**src/rtl/im_pkg.sv**
```systemverilog
package im_pkg;

  localparam int RES_W = 32;
  localparam int CNT_W = RES_W - 1;

  typedef enum logic [1:0] {
    SEL_RISE  = 2'b00,
    SEL_FALL  = 2'b01,
    SEL_BOTH  = 2'b10,
    SEL_BOTH2 = 2'b11
  } edge_sel_e;

  typedef enum logic {
    ST_WAIT_START = 1'b0,
    ST_WAIT_STOP  = 1'b1
  } arm_state_e;

  // Does the transition prev->cur qualify under the selected polarity?
  function automatic logic edge_hit(input logic [1:0] sel, input logic prev, input logic cur);
    logic rise, fall;
    rise = cur & ~prev;
    fall = prev & ~cur;
    case (sel)
      SEL_RISE: edge_hit = rise;
      SEL_FALL: edge_hit = fall;
      default:  edge_hit = rise | fall;
    endcase
  endfunction

  // Saturating increment toward a limit.
  function automatic logic [CNT_W-1:0] sat_inc(input logic [CNT_W-1:0] cnt,
                                               input logic [CNT_W-1:0] lim);
    sat_inc = (cnt >= lim) ? lim : cnt + 1'b1;
  endfunction

  // Build the published word: bit 31 flags timeout or loss.
  function automatic logic [RES_W-1:0] pack_result(input logic timed_out, input logic lost,
                                                   input logic [CNT_W-1:0] interval);
    pack_result = {timed_out | lost, timed_out ? {CNT_W{1'b0}} : interval};
  endfunction

endpackage

```
**src/rtl/im_edge_chan.sv**
```systemverilog
module im_edge_chan
  import im_pkg::*;
#(
  parameter int SYNC_STAGES = 2
) (
  input  logic       clk,
  input  logic       rst_n,
  input  logic       din,
  input  logic [1:0] sel,
  output logic       hit,
  output logic       rose
);

  logic [SYNC_STAGES-1:0] sync_q;
  logic                   prev_q;
  logic                   cur;

  generate
    for (genvar s = 0; s < SYNC_STAGES; s++) begin : g_stage
      if (s == 0) begin : g_first
        always_ff @(posedge clk) begin
          if (!rst_n) sync_q[0] <= 1'b0;
          else        sync_q[0] <= din;
        end
      end else begin : g_next
        always_ff @(posedge clk) begin
          if (!rst_n) sync_q[s] <= 1'b0;
          else        sync_q[s] <= sync_q[s-1];
        end
      end
    end
  endgenerate

  assign cur = sync_q[SYNC_STAGES-1];

  always_ff @(posedge clk) begin
    if (!rst_n) prev_q <= 1'b0;
    else        prev_q <= cur;
  end

  assign hit  = edge_hit(sel, prev_q, cur);
  assign rose = cur & ~prev_q;

  AST_HIT_NEEDS_CHANGE: assert property (@(posedge clk) disable iff (!rst_n)
    hit |-> (cur != prev_q));

endmodule

```
**src/rtl/im_core.sv**
```systemverilog
module im_core
  import im_pkg::*;
#(
  parameter logic [CNT_W-1:0] TIMEOUT = 31'h7FFF_FFFF
) (
  input  logic             clk,
  input  logic             rst_n,
  input  logic             en,
  input  logic             start_hit,
  input  logic             stop_hit,
  input  logic             stop_rose,
  input  logic             ack,
  output logic [RES_W-1:0] result,
  output logic             ready,
  output logic             stop_rise
);

  arm_state_e       st_q;
  logic [CNT_W-1:0] cnt_q;
  logic [RES_W-1:0] result_q;
  logic             ready_q;
  logic             miss_q;
  logic             pol_q;

  // Named internal events
  logic accept_start;
  logic finish_stop;
  logic hit_limit;
  logic publish;
  logic lost;

  assign accept_start = (st_q == ST_WAIT_START) && start_hit;
  assign finish_stop  = (st_q == ST_WAIT_STOP) && stop_hit;
  assign hit_limit    = (st_q == ST_WAIT_STOP) && !stop_hit && (cnt_q >= TIMEOUT);
  assign publish      = finish_stop || hit_limit;
  assign lost         = (ready_q || miss_q) && !ack;

  always_ff @(posedge clk) begin
    if (!rst_n || !en) begin
      st_q     <= ST_WAIT_START;
      cnt_q    <= '0;
      result_q <= '0;
      ready_q  <= 1'b0;
      miss_q   <= 1'b0;
      pol_q    <= 1'b0;
    end else begin
      case (st_q)
        ST_WAIT_START: begin
          if (accept_start) begin
            st_q  <= ST_WAIT_STOP;
            cnt_q <= {{(CNT_W-1){1'b0}}, 1'b1};
          end
        end
        default: begin
          if (publish) begin
            st_q  <= ST_WAIT_START;
            cnt_q <= '0;
          end else begin
            cnt_q <= sat_inc(cnt_q, TIMEOUT);
          end
        end
      endcase

      if (publish) begin
        result_q <= pack_result(hit_limit, lost, cnt_q);
        ready_q  <= 1'b1;
        miss_q   <= lost;
        if (finish_stop) pol_q <= stop_rose;
      end else if (ack) begin
        ready_q <= 1'b0;
        miss_q  <= 1'b0;
      end
    end
  end

  assign result    = result_q;
  assign ready     = ready_q;
  assign stop_rise = pol_q;

  AST_EN_CLEARS: assert property (@(posedge clk) disable iff (!rst_n)
    !en |=> (result_q == '0 && !ready_q && !pol_q));
  AST_INTERVAL_RANGE: assert property (@(posedge clk) disable iff (!rst_n)
    (ready_q && !result_q[RES_W-1]) |-> (result_q[CNT_W-1:0] != '0 && result_q[CNT_W-1:0] <= TIMEOUT));
  AST_IDLE_HOLDS: assert property (@(posedge clk) disable iff (!rst_n)
    (en && st_q == ST_WAIT_START) |=> (!en || $stable(result_q)));
  AST_TIMEOUT_WORD: assert property (@(posedge clk) disable iff (!rst_n)
    (en && hit_limit) |=> (!en || (result_q[RES_W-1] && result_q[CNT_W-1:0] == '0)));
  AST_LOSS_FLAG: assert property (@(posedge clk) disable iff (!rst_n)
    (en && publish && ready_q && !ack) |=> (!en || result_q[RES_W-1]));
  AST_ACK_DROPS: assert property (@(posedge clk) disable iff (!rst_n)
    (en && ack && !publish) |=> (!ready_q && (!en || $stable(result_q))));
  AST_REARM: assert property (@(posedge clk) disable iff (!rst_n)
    (en && publish) |=> (!en || st_q == ST_WAIT_START));

endmodule

```
**src/rtl/interval_meter.sv**
```systemverilog
module interval_meter
  import im_pkg::*;
#(
  parameter int               SYNC_STAGES = 2,
  parameter logic [CNT_W-1:0] TIMEOUT     = 31'h7FFF_FFFF
) (
  input  logic        clk,
  input  logic        rst_n,
  input  logic        en,
  input  logic [1:0]  start_sel,
  input  logic [1:0]  stop_sel,
  input  logic        start_in,
  input  logic        stop_in,
  input  logic        ack,
  output logic [31:0] result,
  output logic        ready,
  output logic        stop_rise
);

  logic start_hit, start_rose;
  logic stop_hit, stop_rose;

  im_edge_chan #(.SYNC_STAGES(SYNC_STAGES)) start_chan_i (
    .clk  (clk),
    .rst_n(rst_n),
    .din  (start_in),
    .sel  (start_sel),
    .hit  (start_hit),
    .rose (start_rose)
  );

  im_edge_chan #(.SYNC_STAGES(SYNC_STAGES)) stop_chan_i (
    .clk  (clk),
    .rst_n(rst_n),
    .din  (stop_in),
    .sel  (stop_sel),
    .hit  (stop_hit),
    .rose (stop_rose)
  );

  im_core #(.TIMEOUT(TIMEOUT)) core_i (
    .clk       (clk),
    .rst_n     (rst_n),
    .en        (en),
    .start_hit (start_hit),
    .stop_hit  (stop_hit),
    .stop_rose (stop_rose),
    .ack       (ack),
    .result    (result),
    .ready     (ready),
    .stop_rise (stop_rise)
  );

  AST_START_POLARITY: assert property (@(posedge clk) disable iff (!rst_n)
    (start_hit && start_sel == SEL_RISE) |-> start_rose);
  AST_STOP_POLARITY: assert property (@(posedge clk) disable iff (!rst_n)
    (stop_hit && stop_sel == SEL_FALL) |-> !stop_rose);

endmodule

```
**config.mk**
```make
export PLATFORM = sky130hd
export DESIGN_NAME = interval_meter
export DESIGN_NICKNAME = d
export VERILOG_FILES = /design/src/rtl/im_pkg.sv /design/src/rtl/im_edge_chan.sv /design/src/rtl/im_core.sv /design/src/rtl/interval_meter.sv
export SDC_FILE = /design/constraint.sdc
export NUM_CORES = 1
export LEC_CHECK = 0
export BUFFER_PORTS_ARGS = -buffer_cell sky130_fd_sc_hd__buf_4
export CORE_ASPECT_RATIO = 0.9
export CORE_MARGIN = 2
export CORE_UTILIZATION = 57
export CTS_CLUSTER_SIZE = 30
export DETAILED_ROUTE_END_ITERATION = 7
export HOLD_SLACK_MARGIN = 0.12
export PLACE_DENSITY = 0.89
export SLEW_MARGIN = 20
export SYNTH_ARGS = -nofsm -noshare
export SYNTH_HDL_FRONTEND = slang
export SYNTH_SLANG_ARGS = --single-unit
```
**constraint.sdc**
```tcl
create_clock -name clk -period 2.9 [get_ports clk]
set_input_delay 0.29 -clock clk [delete_from_list [all_inputs] [get_ports clk]]
set_output_delay 0.29 -clock clk [all_outputs]
set_load 0.005 [all_outputs]
```
; Word level (Yosys, flattened, before mapping)
; Index checks and enable logic that the tools add are counted.
[op_classes]
add_sub_neg = 1
order_cmp = 1
eq_ne = 2
mux = 13
bitwise_logic = 12
n_reduce_logical = 17
[ops]
columns = operator, n
row1 = $mux W31, 5
row2 = $add A31 B1 Y31 const B, 1
row3 = $ge A31 B31 Y1 const B, 1
row4 = $mux W1, 6
row5 = $logic_and A1 B1 Y1, 5
row6 = $not A1 Y1, 5
row7 = $and A1 B1 Y1, 4
row8 = $eq A2 B1 Y1 const B, 2
row9 = $logic_not A1 Y1, 4
row10 = $logic_not A2 Y1, 2
row11 = $pmux W1 S2, 2
row12 = $reduce_bool A2 Y1, 2
row13 = $logic_or A1 B1 Y1, 3
row14 = $or A1 B1 Y1, 3
row15 = $reduce_and A2 Y1, 1
[word_totals]
reg_bits = 73
in_bits = 10
output_inout_bits = 34
wordCells = 58

; Logic depth before layout (Yosys ltp)
; Gate-level depths: netlist (run 1).
[depth]
ltp_word = 10
mapped_depth = 9
depth_no_buf = 7

; By module
; From an unflattened synthesis (run 1), not the netlist that was laid out.
[unflattened]
hier_cells = 407
area_unflattened_um2 = 3494.6
[by_module_without_submodules]
columns = mod, instances, cells_each, area_per_inst_um2, seq_area_each_um2
row1 = im_core, 1, 383, 3231.8, 1341.3
row2 = im_edge_chan, 2, 12, 131.4, 60.1

; Worst setup path before layout (run 1)
; Ideal clock, no wire load.
[synth_path]
path_kind = register to register
start = reg core_i.cnt_q[0]
end = reg core_i.cnt_q[27]
setup_time_ns = 0.133
t_arrival_ns = 2.030
t_required_ns = 2.767
slack_ns = 0.737
stages_incl_launch_ff = 9
path_buffers = 2
period_less_slack_ns = 2.163
cell_sequence = dfxtp_1 ha_1 nand3_1 a2111o_1 o311a_4 buf_6 buf_6 nand3_1 a31oi_1
[synth_between]
elab_chain_cells = 5
word_cells_on_any_way = 7
classes_between = 1 x add/sub / 1 x order compare / 3 x mux / 2 x reduce/logical
[synth_rtl]
columns = item, line
row1 = from (decl), im_core.sv:19  ; logic [CNT_W-1:0] cnt_q;
row2 = from (signal assigned), im_core.sv:51  ; cnt_q <= {{(CNT_W-1){1'b0}}, 1'b1};
row3 = from (signal assigned), im_core.sv:59  ; cnt_q <= sat_inc(cnt_q, TIMEOUT);
row4 = $ge A31 B31 Y1, "im_pkg.sv:33, im_core.sv:34"
row5 = $logic_and A1 B1 Y1, im_core.sv:34  ; assign hit_limit = (st_q == ST_WAIT_STOP) && !stop_hit && (cnt_q >= TIMEOUT);
row6 = $logic_or A1 B1 Y1, im_core.sv:35  ; assign publish = finish_stop || hit_limit;
row7 = $mux W31 *, im_core.sv:55  ; if (publish) begin
row8 = $mux W31 *, im_core.sv:47  ; case (st_q)
; Every way passes the cells marked *; elsewhere a longest branch is shown, timed or not.
; A chain may end at the register's enable or synchronous reset.

; Worst setup path after layout (run 1)
[layout_path]
start = reg core_i.cnt_q[0]
end = reg core_i.cnt_q[22]
; Same word-level chain as after synthesis.

==> impl_metrics.yaml, run 1 <==
power:
  ir_worst_vdd_uv: 470
  powerDensity_mw_per_mm2: 507
  leakagePower_nw: 1.41
sta:
  finalCritPeriodShare: 0.809
  setup_tns_ns: 0
  finalCriticalPeriod_ns: 2.35
  tightest_slew_ns: 0.883
  final_hold_viol_count: 0
  worst_slack_ns: 0.554
  final_max_slew_viol_count: 0
  clock_skew_ns: 0.00942
  rsz0062_at_grt: "no"
  holdWs_ns: 0.148
  max_freq_mhz: 426
  max_slew_margin: 0.411
  setup_viol: 0
synth:
  ys_types: 56
  async_flop_share: 0
  ys_seq_area_frac: 0.450
  yosys-top-cells-area: "dfxtp_1 (45%), a22o_1 (8.4%), a31oi_1 (4.0%)"
  ys_warn_count: 0
  syn_nets: 363
  synth_seq_cells: 73
  synth_edf_count: 0
  synth_largest_area_cell: "dfxtp_1"
  avgSynthCellArea_sq_um: 9.33
  synth_top_cell_area_share: 0.450
  syn_inst: 348
  synthFlopType: "dfxtp_1"
  netlist_area_sq_mm: 0.00325
run_status:
  status: "complete, no violations"
clock_tree:
  clk_path_buf_depth: 2
  clk_pin_slew_worst_paths_ns: 0.07
  cts_root_buf: "clkbuf_8"
  hold_buffers: 1
  htreeDepth: 3
  postCtsSetupBuffers: 0
  numClockSinks: 73
  clk_latency_ns: 0.35
  cts_resized: 0
  cts_buffers: 9
  cts_tree: "yes"
routing:
  drt_pass1_iterations: 6
  drc: 0
  ant_nets: 0
  totalWireLength_um: 7750
  wl_per_cell_um: 16.7
  vias: 2923
  drtIter0Drc: 269
  vias_per_cell: 6.29
global_routing:
  antenna_found_initial: 0
  grt_overflow: 0
  grt_pass1_vias: 2717
  grt_use_total: 0.261
  grt_pass1_wl_um: 12900
  grt_max_degree: 32
placed_design:
  dp_hpwl_um: 5210
  dpl_cell_area_sq_mm: 0.00364
  place_ws_ns: 0.575
  port_buffers: 43
  place.gp.congestion: 0.849
critical_path:
  cp_max_fo: 7
  worstSetupPathType: "register to register"
  worstSetupStartpointType: "register"
  cp.required_ns: 3.14
  crit_slowest_cell: "or4_1"
  path_cells: "ha_1 > nand3_1 > buf_4 > or4_1 > nor4b_1 > xnor2_1 > nor2_1"
  cp.arrival_ns: 2.59
  path_buf_inv: 1
  endpoint_kind: "register"
  cpPeakStageDelay_ns: 0.62
  cp_top_family: "simple AND/OR/NAND/NOR gates"
layout:
  diodes: 0
  area_growth_syn_to_layout_pct: 19.2
  multiInputGateArea_sq_mm: 0.00165
  finish.instance_area_sq_mm: 0.00387
  drive_above_1_share: 0.213
  regArea_sq_mm: 0.00146
  nets: 405
  fill_cells: 446
floorplan:
  pin_count: 44
  fp-row-count: 26
  start_util: 0.581
  die_w_um: 83.6
  die_h_um: 75.6
  die_area_sq_mm: 0.00632
  core_sq_mm: 0.00560
flow_run:
  cap_violations: 0
hold_path:
  hp-class: "input port to register"
metrics by stage:
stage / utilization / cells / total power, mW
after floorplan: - / 348 / 1.08
after global placement: 0.650 / 448 / 1.11
after detailed placement: 0.650 / 448 / 1.11
after CTS: 0.692 / 465 / 1.98
after global routing: 0.692 / 465 / 2.03
final: 0.692 / 465 / 1.96
power breakdown:
part	internal [mW]	leakage (nW)	switching, mW
Combinational	0.0297	0.710	0.0509
Sequential	1.01	0.589	0.00374
Clock	0.510	0.107	0.361
Total	1.55	1.41	0.416
metal layers:
| metal | vias up | routed length (um) | track usage |
|---|---|---|---|
| li1 | 1380 | - | - |
| met1 | 1406 | 3420 | 0.311 |
| met2 | 109 | 3600 | 0.448 |
| met3 | 28 | 470 | 0.0769 |
| met4 | 0 | 259 | 0.118 |
| met5 | - | 0 | 0 |
sequential cells by signal, indices dropped and copies added, names as in the netlist:
| name | count |
|---|---|
| stop_chan_i.cur | 1 |
| core_i.result | 32 |
| core_i.miss_q | 1 |
| stop_chan_i.sync_q | 1 |
| core_i.cnt_q | 31 |
| start_chan_i.sync_q | 1 |
| core_i.stop_rise | 1 |
| start_chan_i.cur | 1 |
| start_chan_i.prev_q | 1 |
| stop_chan_i.prev_q | 1 |
| core_i.st_q | 1 |
| core_i.ready | 1 |
cells by family (layout without fill, tap and decap cells):
kind of cell | Yosys count | in the layout | share of synthesized area
compound gates | 86 | 86 | 0.213
xor+xnor | 4 | 4 | 0.0108
fa+ha+maj | 5 | 5 | 0.0193
buf+inv | 30 | 77 | 0.0428
flops | 73 | 73 | 0.450
mux | 3 | 3 | 0.00963
simple gates | 147 | 147 | 0.255
cell usage in the layout (no fill, tap or decap), drive strengths merged, types with 3 or more instances in the layout:
master   n
clkbuf  12
nor2    21
a31oi   21
o21ai    5
o211ai   5
nor3     4
dfxtp   73
nand3b   3
nand3   24
buf     53
ha       5
a21oi   11
a22o    31
or3     15
or4      6
nand2   35
and2    10
inv      7
nand4   11
and3     5
path summary, 6_finish.rpt:
path                         startpoint               endpoint  slack [ns]  cells past startpoint
setup / recovery        core_i.cnt_q[0]       core_i.cnt_q[22]        0.55                      7
hold / removal                  stop_in  stop_chan_i.sync_q[0]        0.15                      2
setup reg to reg        core_i.cnt_q[0]       core_i.cnt_q[22]        0.55                      7
hold reg to reg   stop_chan_i.sync_q[0]        stop_chan_i.cur        0.44                      1
final cells by class:
type | count | share of cell area
repair buffers | 54 | 0.109
clock buffers | 12 | 0.0375
inverters | 7 | 0.00679
well taps | 70 | 0.0226
multi-input cells | 245 | 0.427
clock inverters | 4 | 0.0197
flip-flops and latches | 73 | 0.378
cells in the mapped netlist, types with 3 or more instances:
master,n
dfxtp_1,73
nand2_1,35
a22o_1,31
nand3_1,23
a31oi_1,21
nor2_1,21
or3_1,15
clkbuf_1,11
a21oi_1,10
and2_1,10
nand4_1,9
inv_1,7
buf_2,6
and3_1,5
ha_1,5
or4_1,5
nor3_1,4
clkbuf_2,3
nand3b_1,3
o211ai_1,3
(Power assumes the default switching activity.)
==> inputs of run 2 (changes only) <==
--- a/config.mk
+++ b/config.mk
@@ -8,11 +8,11 @@
 export BUFFER_PORTS_ARGS = -buffer_cell sky130_fd_sc_hd__buf_4
 export CORE_ASPECT_RATIO = 0.9
 export CORE_MARGIN = 2
-export CORE_UTILIZATION = 57
+export CORE_UTILIZATION = 51
 export CTS_CLUSTER_SIZE = 30
 export DETAILED_ROUTE_END_ITERATION = 7
 export HOLD_SLACK_MARGIN = 0.12
-export PLACE_DENSITY = 0.89
+export PLACE_DENSITY = 0.85
 export SLEW_MARGIN = 20
 export SYNTH_ARGS = -nofsm -noshare
 export SYNTH_HDL_FRONTEND = slang
==> constraint.sdc (replaced) <==
create_clock -name clk -period 2.1 [get_ports clk]
set_input_delay 0.21 -clock clk [delete_from_list [all_inputs] [get_ports clk]]
set_output_delay 0.21 -clock clk [all_outputs]
set_load 0.005 [all_outputs]
==> run 2 against run 1 <==
  * The flow now finishes with violations (negative setup slack)
  * Die area grew 11%
  * Clock skew is essentially flat
  * Clock power grew 46%
  * Maximum frequency grew 8.9%
  * Total power grew 44%
  * Combinational power grew 100%
  * Wire length grew 32%
  * Non-clock buffer count grew 60
  * Critical path depth shrank 1
  * Count of clock-buffer cells in the layout shrank 1
  * Sequential cell count is the same
  * Global-route usage grew 2.4 points
  * Critical path type unchanged
  * Largest cell class unchanged
  * Largest power group unchanged
  * Highest routed layer unchanged
==> impl_metrics.yaml, run 2 (synthesized netlist as in run 1, its figures left out) <==
run_status:
  status: "finished with violations"
  violations: "negative setup slack"
sta:
  finalCritPeriodShare: 1.03
  clock_skew_ns: 0.00947
  tightest_slew_ns: 0.525
  max_freq_mhz: 464
  setup_viol: 48
  rsz0062_at_grt: "yes"
  max_slew_margin: 0.647
  worst_slack_ns: -0.0546
  holdWs_ns: 0.306
  final_max_slew_viol_count: 0
  setup_tns_ns: -0.871
  finalCriticalPeriod_ns: 2.15
  final_hold_viol_count: 0
global_routing:
  grt_pass1_wl_um: 15300
  grt_max_degree: 28
  antenna_found_initial: 0
  busiest_layer: "met2"
  gr-usage-met3: 0.0693
  grt_overflow: 0
  grt_pass1_vias: 3164
  grt.met2_usage: 0.459
  grt_use_total: 0.285
  grt_use_met1: 0.365
clock_tree:
  numClockSinks: 73
  cts_root_buf: "clkbuf_8"
  clk_path_buf_depth: 2
  cts_buffers: 9
  clk_pin_slew_worst_paths_ns: 0.07
  clk_latency_ns: 0.36
  htreeDepth: 3
  cts_tree: "yes"
layout:
  finish.instance_area_sq_mm: 0.00458
  final_common_cell: "buf_4"
  drive_above_1_share: 0.379
  stdcell_count: 543
  largest_register_ffs: 32
  area_growth_syn_to_layout_pct: 41.1
  final_cell_mix: "buf_4 (99), dfxtp_1 (61), nand2_1 (35), a22o_1 (31)"
  final_util: 0.745
  diodes: 0
  fill_cells: 422
  nets: 466
floorplan:
  die_w_um: 88.1
  die_area_sq_mm: 0.00702
  fp-row-count: 27
  core_sq_mm: 0.00615
  start_util: 0.528
  die_h_um: 79.7
  pin_count: 44
flow_run:
  cap_violations: 0
placed_design:
  dp_hpwl_um: 6090
  place_ws_ns: -0.00928
  dp_cells: 515
  place.gp.congestion: 0.914
  port_buffers: 43
  dpl_cell_area_sq_mm: 0.00409
routing:
  drt_pass1_iterations: 5
  vias: 3336
  drtIter0Drc: 499
  ant_nets: 0
  wl_per_cell_um: 18.8
  totalWireLength_um: 10200
  vias_per_cell: 6.14
  drc: 0
hold_path:
  min_path_cells: 3
  hp-class: "input port to register"
  min_from: "en"
  holdPathEnd: "core_i.stop_rise"
critical_path:
  worstReg2RegEnd: "core_i.st_q"
  cp.arrival_ns: 2.40
  cp.required_ns: 2.34
  worstSetupStartpointType: "register"
  worstSetupPathType: "register to register"
  r2r_start: "core_i.cnt_q[2]"
  cpPeakStageDelay_ns: 0.57
  endpoint_kind: "register"
  r2r_cells: 6
  crit_slowest_cell: "a2111o_1"
  path_cells: "nand4_1 > a2111o_1 > o311a_2 > buf_4 > a21oi_2 > nor2_1"
  cp_max_fo: 6
  ff2ff_setup_slack_ns: -0.05
power:
  p_total_mw: 2.83
  powerDensity_mw_per_mm2: 617
  ir_worst_vdd_uv: 472
  leakagePower_nw: 1.75
-- run 2: changes by cell type in the layout (fill, tap and decap cells not counted), sizes merged --
cell	delta
dlygate4sd3	+5
buf	+55
clkinv	+1
clkbuf	-1
o311a	+1
-- run 2: layer usage --
layer | vias to the layer above | wire (um)
li1 | 1507 | -
met1 | 1585 | 4180
met2 | 197 | 4860
met3 | 47 | 827
met4 | 0 | 333
met5 | - | 0
-- run 2: area by class of cell --
| cell class | count | area [sq um] | area share |
|---|---|---|---|
| tap | 87 | 109 | 0.0238 |
| sequential | 73 | 1480 | 0.324 |
| multi-input combinational | 246 | 1800 | 0.392 |
| clock inverter | 5 | 77.6 | 0.0169 |
| inverter | 7 | 26.3 | 0.00573 |
| timing repair buffer | 114 | 940 | 0.205 |
| clock buffer | 11 | 151 | 0.0330 |
-- run 2: critical path: cells and delay by family, from the launching register on --
kind	cells	cell delay, ns
and+or+nand+nor	2	0.21
DFF	1	0.45
AOI/OAI and AO/OA	3	1.21
buffers and inverters	1	0.17
-- run 2: power by group --
group	switching, mW	internal, mW
Sequential	0.00558	1.39
Clock	0.545	0.730
Combinational	0.0910	0.0706
Total	0.642	2.19
-- run 2: how the worst max path moves through the flow --
| stage | start | endpoint | slack (ns) | depth (start not counted) |
|---|---|---|---|---|
| detailed placement | core_i.cnt_q[7] | core_i.result[25] | -0.009 | 7 |
| global route | core_i.cnt_q[0] | core_i.cnt_q[25] | -0.09 | 7 |
| CTS | core_i.cnt_q[1] | core_i.cnt_q[17] | 0.006 | 7 |
| floorplan | core_i.cnt_q[5] | core_i.cnt_q[27] | 0.02 | 8 |
| finish | core_i.cnt_q[2] | core_i.st_q | -0.05 | 6 |
| global placement | stop_chan_i.cur | core_i.cnt_q[29] | 0.06 | 8 |
-- run 2: repair_timing --
| action | 4_1_cts | 5_1_grt |
|---|---|---|
| cloned | 0 | 1 |
| gates resized for setup | 5 | 36 |
| endpoints found under the setup margin | 12 | 62 |
| hold endpoints to repair | 7 | 0 |
| setup buffers | 1 | 5 |
| hold buffers | 6 | 0 |
| pin swaps | 1 | 29 |
